--- src/rtl/dma_chain_pkg.sv ---
package dma_chain_pkg;

  typedef enum logic [1:0] {
    UNIT_BYTE  = 2'b00,
    UNIT_HALF  = 2'b01,
    UNIT_WORD  = 2'b10,
    UNIT_WORDX = 2'b11
  } unit_e;

  // bytes advanced per unit for a size code
  function automatic logic [2:0] unit_bytes(input logic [1:0] code);
    case (unit_e'(code))
      UNIT_BYTE: unit_bytes = 3'd1;
      UNIT_HALF: unit_bytes = 3'd2;
      default:   unit_bytes = 3'd4;
    endcase
  endfunction

endpackage

--- src/rtl/dma_chain_shadow.sv ---
module dma_chain_shadow #(
  parameter int ADDR_W = 32,
  parameter int CNT_W  = 16
) (
  input  logic              clk,
  input  logic              rst,
  input  logic              wr,
  input  logic [ADDR_W-1:0] wr_addr,
  input  logic [CNT_W-1:0]  wr_cnt,
  input  logic              wr_owner,
  input  logic              take,
  output logic [ADDR_W-1:0] sh_addr,
  output logic [CNT_W-1:0]  sh_cnt,
  output logic              sh_owner,
  output logic              sh_valid
);

  always_ff @(posedge clk) begin
    if (rst) begin
      sh_addr  <= '0;
      sh_cnt   <= '0;
      sh_owner <= 1'b0;
      sh_valid <= 1'b0;
    end else if (wr) begin
      // a fresh write wins over a take on the same edge
      sh_addr  <= wr_addr;
      sh_cnt   <= wr_cnt;
      sh_owner <= wr_owner;
      sh_valid <= 1'b1;
    end else if (take) begin
      sh_valid <= 1'b0;
    end
  end

endmodule

--- src/rtl/dma_chain_cursor.sv ---
module dma_chain_cursor
  import dma_chain_pkg::*;
#(
  parameter int ADDR_W = 32,
  parameter int CNT_W  = 16
) (
  input  logic              clk,
  input  logic              rst,
  input  logic              load,
  input  logic [ADDR_W-1:0] load_addr,
  input  logic [CNT_W-1:0]  load_cnt,
  input  logic              size_load,
  input  logic [1:0]        size_in,
  input  logic              step_en,
  output logic [ADDR_W-1:0] cur_addr,
  output logic              exhaust
);

  localparam int DEC_W = CNT_W + 1;

  logic [CNT_W-1:0]  cnt_q;
  logic [1:0]        size_q;
  logic [DEC_W-1:0]  dec;
  logic [ADDR_W-1:0] step;

  assign dec     = {1'b0, cnt_q} - {{CNT_W{1'b0}}, 1'b1};
  assign exhaust = dec[CNT_W];   // borrow out: count underflows on this unit
  assign step    = {{(ADDR_W-3){1'b0}}, unit_bytes(size_q)};

  always_ff @(posedge clk) begin
    if (rst) begin
      size_q <= 2'b00;
    end else if (size_load) begin
      size_q <= size_in;
    end
  end

  always_ff @(posedge clk) begin
    if (rst) begin
      cur_addr <= '0;
      cnt_q    <= '0;
    end else if (load) begin
      cur_addr <= load_addr;
      cnt_q    <= load_cnt;
    end else if (step_en) begin
      cur_addr <= cur_addr + step;
      cnt_q    <= dec[CNT_W-1:0];
    end
  end

endmodule

--- src/rtl/dma_chain_flags.sv ---
module dma_chain_flags (
  input  logic clk,
  input  logic rst,
  input  logic clr,
  input  logic set_irq,
  input  logic set_tc,
  output logic irq,
  output logic tc
);

  always_ff @(posedge clk) begin
    if (rst) begin
      irq <= 1'b0;
      tc  <= 1'b0;
    end else begin
      if (set_irq)  irq <= 1'b1;
      else if (clr) irq <= 1'b0;
      if (set_tc)   tc  <= 1'b1;
      else if (clr) tc  <= 1'b0;
    end
  end

endmodule

--- src/rtl/dma_chain_engine.sv ---
module dma_chain_engine #(
  parameter int ADDR_W = 32,
  parameter int CNT_W  = 16
) (
  input  logic              clk,
  input  logic              rst,
  input  logic              cfg_wr,
  input  logic [ADDR_W-1:0] cfg_addr,
  input  logic [CNT_W-1:0]  cfg_count,
  input  logic              cfg_owner,
  input  logic [1:0]        unit_size,
  input  logic              chain_start,
  input  logic              xfer_req,
  output logic              xfer_stb,
  output logic [ADDR_W-1:0] mem_addr,
  output logic              active,
  output logic              irq_out,
  output logic              tc_out
);

  logic [ADDR_W-1:0] sh_addr, cur_addr;
  logic [CNT_W-1:0]  sh_cnt;
  logic              sh_owner, sh_valid;
  logic              exhaust, start_ok, beat, last, reload, stop, take;
  logic              active_q;

  assign start_ok = chain_start & ~active_q & sh_valid;
  assign beat     = xfer_req & active_q;
  assign last     = beat & exhaust;
  assign reload   = last & sh_valid;
  assign stop     = last & ~sh_valid;
  assign take     = start_ok | reload;
  assign active   = active_q;

  dma_chain_shadow #(.ADDR_W(ADDR_W), .CNT_W(CNT_W)) u_shadow (
    .clk(clk), .rst(rst), .wr(cfg_wr), .wr_addr(cfg_addr), .wr_cnt(cfg_count),
    .wr_owner(cfg_owner), .take(take), .sh_addr(sh_addr), .sh_cnt(sh_cnt),
    .sh_owner(sh_owner), .sh_valid(sh_valid)
  );

  dma_chain_cursor #(.ADDR_W(ADDR_W), .CNT_W(CNT_W)) u_cursor (
    .clk(clk), .rst(rst), .load(take), .load_addr(sh_addr), .load_cnt(sh_cnt),
    .size_load(start_ok), .size_in(unit_size), .step_en(beat),
    .cur_addr(cur_addr), .exhaust(exhaust)
  );

  dma_chain_flags u_flags (
    .clk(clk), .rst(rst), .clr(cfg_wr),
    .set_irq(reload & ~sh_owner),
    .set_tc((reload & sh_owner) | stop),
    .irq(irq_out), .tc(tc_out)
  );

  always_ff @(posedge clk) begin
    if (rst) begin
      active_q <= 1'b0;
      xfer_stb <= 1'b0;
      mem_addr <= '0;
    end else begin
      if (start_ok)  active_q <= 1'b1;
      else if (stop) active_q <= 1'b0;
      xfer_stb <= beat;
      if (beat) mem_addr <= cur_addr;
    end
  end

endmodule

--- config.mk ---
export PLATFORM = sky130hd
export DESIGN_NAME = dma_chain_engine
export DESIGN_NICKNAME = d
export VERILOG_FILES = /design/src/rtl/dma_chain_pkg.sv /design/src/rtl/dma_chain_shadow.sv /design/src/rtl/dma_chain_cursor.sv /design/src/rtl/dma_chain_flags.sv /design/src/rtl/dma_chain_engine.sv
export SDC_FILE = /design/constraint.sdc
export NUM_CORES = 1
export LEC_CHECK = 0
export ABC_AREA = 1
export BUFFER_PORTS_ARGS = -buffer_cell sky130_fd_sc_hd__clkbuf_2
export CORE_MARGIN = 10
export CORE_UTILIZATION = 52
export DETAILED_ROUTE_END_ITERATION = 8
export GPL_TIMING_DRIVEN = 0
export PLACE_DENSITY = 0.81
export SETUP_SLACK_MARGIN = 0.15
export SKIP_LAST_GASP = 1
export SYNTH_ARGS = -nofsm -noshare
export SYNTH_HDL_FRONTEND = slang
export SYNTH_HIERARCHICAL = 1
export SYNTH_SLANG_ARGS = --single-unit
--- constraint.sdc ---
create_clock -name clk -period 2.2 [get_ports clk]
set_clock_uncertainty 0.1 [all_clocks]
set_input_delay 0.44 -clock clk [delete_from_list [all_inputs] [get_ports clk]]
set_output_delay 0.44 -clock clk [all_outputs]
set_load 0.005 [all_outputs]
==> impl_results.md <==
* Slew @ Worst Pin at 0.590 ns
* Num CTS Buffers at 17
* Finished Cell Area at 8760 um2
* Total inserted antenna cells at 0
* Reg power frac at 0.396
* Setup_tns at 0 ns
* Clk root buf: clkbuf_16
* Vias at 7123
* Grt ovf at 0
* Hold_buf cts at 0
* Top-area cell type share of the netlist area at 0.414
* Worst rel slew slack at 0.607
* F_max at 461 MHz
* Mapped Nets at 1044
* Post-Synthesis Cells at 983
* Hold Path Depth at 3
* Period utilization at 0.985
* Initial Utilization at 0.525
* Register area share after synthesis at 0.414
* # port buffers at 91
* Hold WS at 0.128 ns
* Comb pwr share at 0.152
* Cell internal pwr at 5.10 mW
* Number of global-route vias before repair at 6679
* Worst-path cell chain: nor2_4, nand2_2, nor2_4, nand3_2, nor3_4, nand4_1, nand2_2, buf_12, clkinvlp_4, nand2_1, a21oi_2, a21oi_1, a21oi_1
* RSZ-0062 raised after global routing: yes
* Antenna violations before repair at 0
* Initial DRT Pass Iterations at 6
* Pre-CTS setup slack at -0.538 ns
* Non-filler cells, final at 1311
* Initial DRC Count at 919
* Routability Congestion at 0.978
* Pwr/cell area at 791 nW/um2
* Number of synthesized flops with an enable pin at 0
* Post-synthesis register bit count at 136
* Area post-placement at 7250 um2
* Io pins at 92
* Sw Share at 0.264
* Run status: completed
* Ys async rst share at 0
* Syn_area_per_cell at 6.68 um2
* Nets at 1187
* Worst EP arrival at 2.36 ns
* Largest net degree at the start of global routing at 17
* CTS Sinks at 136
* Final setup slack of the worst path at 0.0321 ns
* Setup Viol. Count Final at 0
* Synth area leader: dfxtp_1
* First-pass GRT wire length at 32.9 mm
* Chip height at 132 um
* Synth cell types at 33
* CTS tree: built
* Final Hold Viols at 0
* Crit end category: flip-flop
* H-tree levels at 4
* Clock Tree Buf Depth at 2
* Tightest Hold Check Type: input pin to flip-flop
* Site row count at 41
* Die area at 17500 um2
* Hpwl dp at 13.9 mm
* Crit-path max FO at 8
* Crit start category: flip-flop
* Cell area after synthesis at 6570 um2
* Worst R2R Path Depth at 13
* Final Critical Period at 2.17 ns
* Layout cells sized above 1 at 0.255
* Total track usage at 0.228
* Max-cap violation count at 0
* Worst Path Required at 2.39 ns
* Placed instance count at 1246
* Core Region at 12500 um2
* Clock-pin slew on the worst setup and hold paths at 0.05 ns
* WL/cell at 16.6 um
* Leak at 4.02 nW
* Clock Latency Late Sink at 0.43 ns
* Clk network pwr share at 0.452
* Die width at 132 um
* Synth top area cells: dfxtp_1 41%, nand2_1 14%, nor2_1 12%
* Post-route ant nets at 0
* P_sw at 1.82 mW
* DRT Wirelength at 21.7 mm
* Crit path kind: flip-flop to flip-flop
* Pins Over Slew Limit at 0
* Drt drc at 0
* Ys Warns at 6
* Top_reg_cell synth: dfxtp_1
* VDD IR-drop max at 0.592 mV
* Critical Path Max Stage Delay at 0.36 ns
* Via density at 5.43
* Synthesis-to-layout area growth at 33.3%
* Slowest cell on the critical path: dfxtp_4
==> repair_timing <==
item / CTS / global route
pin swaps: 28 / 33
endpoints found under the setup margin: 48 / 49
cloned: 4 / 4
setup buffers: 21 / 4
resized for setup: 87 / 66
==> worst max-delay path, delay by kind of cell, from the launching register on <==
family / cells / cell delay [ns]
AND/OR/NAND/NOR: 8 / 1.01
buffers and inverters: 2 / 0.30
flip-flops: 1 / 0.36
AO/OA/AOI/OAI: 3 / 0.23
==> sequential cells by signal (all words and copies together) (netlist names) <==
signal,count
xfer_stb,1
mem_addr,32
u_flags/irq,1
u_shadow/sh_valid,1
active,1
u_shadow/sh_owner,1
u_flags/tc,1
u_cursor/size_q,2
u_shadow/sh_cnt,16
u_shadow/sh_addr,32
u_cursor/cur_addr,32
u_cursor/cnt_q,16
==> path summary, 6_finish.rpt <==
check,slack (ns),from,end
worst max-delay path,0.03,u_cursor/cnt_q[5],u_cursor/cnt_q[8]
worst min-delay path,0.13,cfg_count[7],u_shadow/sh_cnt[7]
worst max register to register,0.03,u_cursor/cnt_q[5],u_cursor/cnt_q[8]
worst min register to register,0.37,u_shadow/sh_cnt[5],u_cursor/cnt_q[5]
==> power by group through the flow <==
stage	Sequential, mW	Combinational, mW	Clock (mW)
final	2.74	1.06	3.13
after detailed placement	2.77	0.738	0
after global routing	2.75	1.14	3.24
after CTS	2.72	0.927	3.14
after global placement	2.77	0.723	0
after floorplan	2.73	0.510	0
==> layout by cell type (no fill, tap or decap), types with 7 or more instances in the layout <==
master       n
nor2_2      16
a31oi_1     11
o21ai_0     50
nand3_1     38
inv_1       83
nor2_4      11
nand3b_1     9
xor2_1       7
clkbuf_2    95
a21oi_2      7
dfxtp_1    130
nand2_2      9
o21ai_1     13
clkbuf_1    12
buf_2        7
nor2_1     211
clkbuf_16   22
buf_6       20
buf_4       19
nand2_1    234
a22oi_2     28
a21oi_1     33
==> final cells by class <==
type / instances / area (um2)
Multi-Input combinational cell: 713 / 3590
Clock buffer: 19 / 443
Timing Repair Buffer: 123 / 812
Sequential cell: 136 / 2740
Inverter: 90 / 349
Clock inverter: 13 / 200
Buffer: 45 / 415
Tap cell: 172 / 215
Fill cell: 1013 / 3760
==> metal layers <==
layer | share of wire | global-route usage
met1 | 0.41 | 0.283
met2 | 0.46 | 0.360
met3 | 0.095 | 0.0632
met4 | 0.035 | 0.105
met5 | 0 | 0
==> cell families after synthesis <==
| family | count (synthesis) | share of synthesized area |
|---|---|---|
| adder cells (fa/ha/maj) | 5 | 0.0107 |
| XOR/XNOR | 12 | 0.0160 |
| buffers and inverters | 135 | 0.0922 |
| AND/OR/NAND/NOR | 549 | 0.341 |
| AO/OA/AOI/OAI | 146 | 0.126 |
| flip-flops | 136 | 0.414 |
==> stage by stage <==
stage	utilization	power (mW)
after floorplan	-	3.24
after global placement	0.579	3.49
after detailed placement	0.579	3.50
after CTS	0.671	6.79
after global routing	0.700	7.14
final	0.700	6.92
==> cells in the mapped netlist, types with 6 or more instances <==
cell type	count
nand2_1	245
xor2_1	7
a22oi_1	29
nor3_1	9
inv_1	88
a21oi_1	39
clkbuf_1	15
o21ai_1	6
nor2_2	19
buf_6	8
nand3_1	42
nor2_1	216
nand3b_1	9
o21ai_0	57
buf_2	16
dfxtp_1	136
a31oi_1	11
Note: power is estimated with default switching activity, not from simulation.
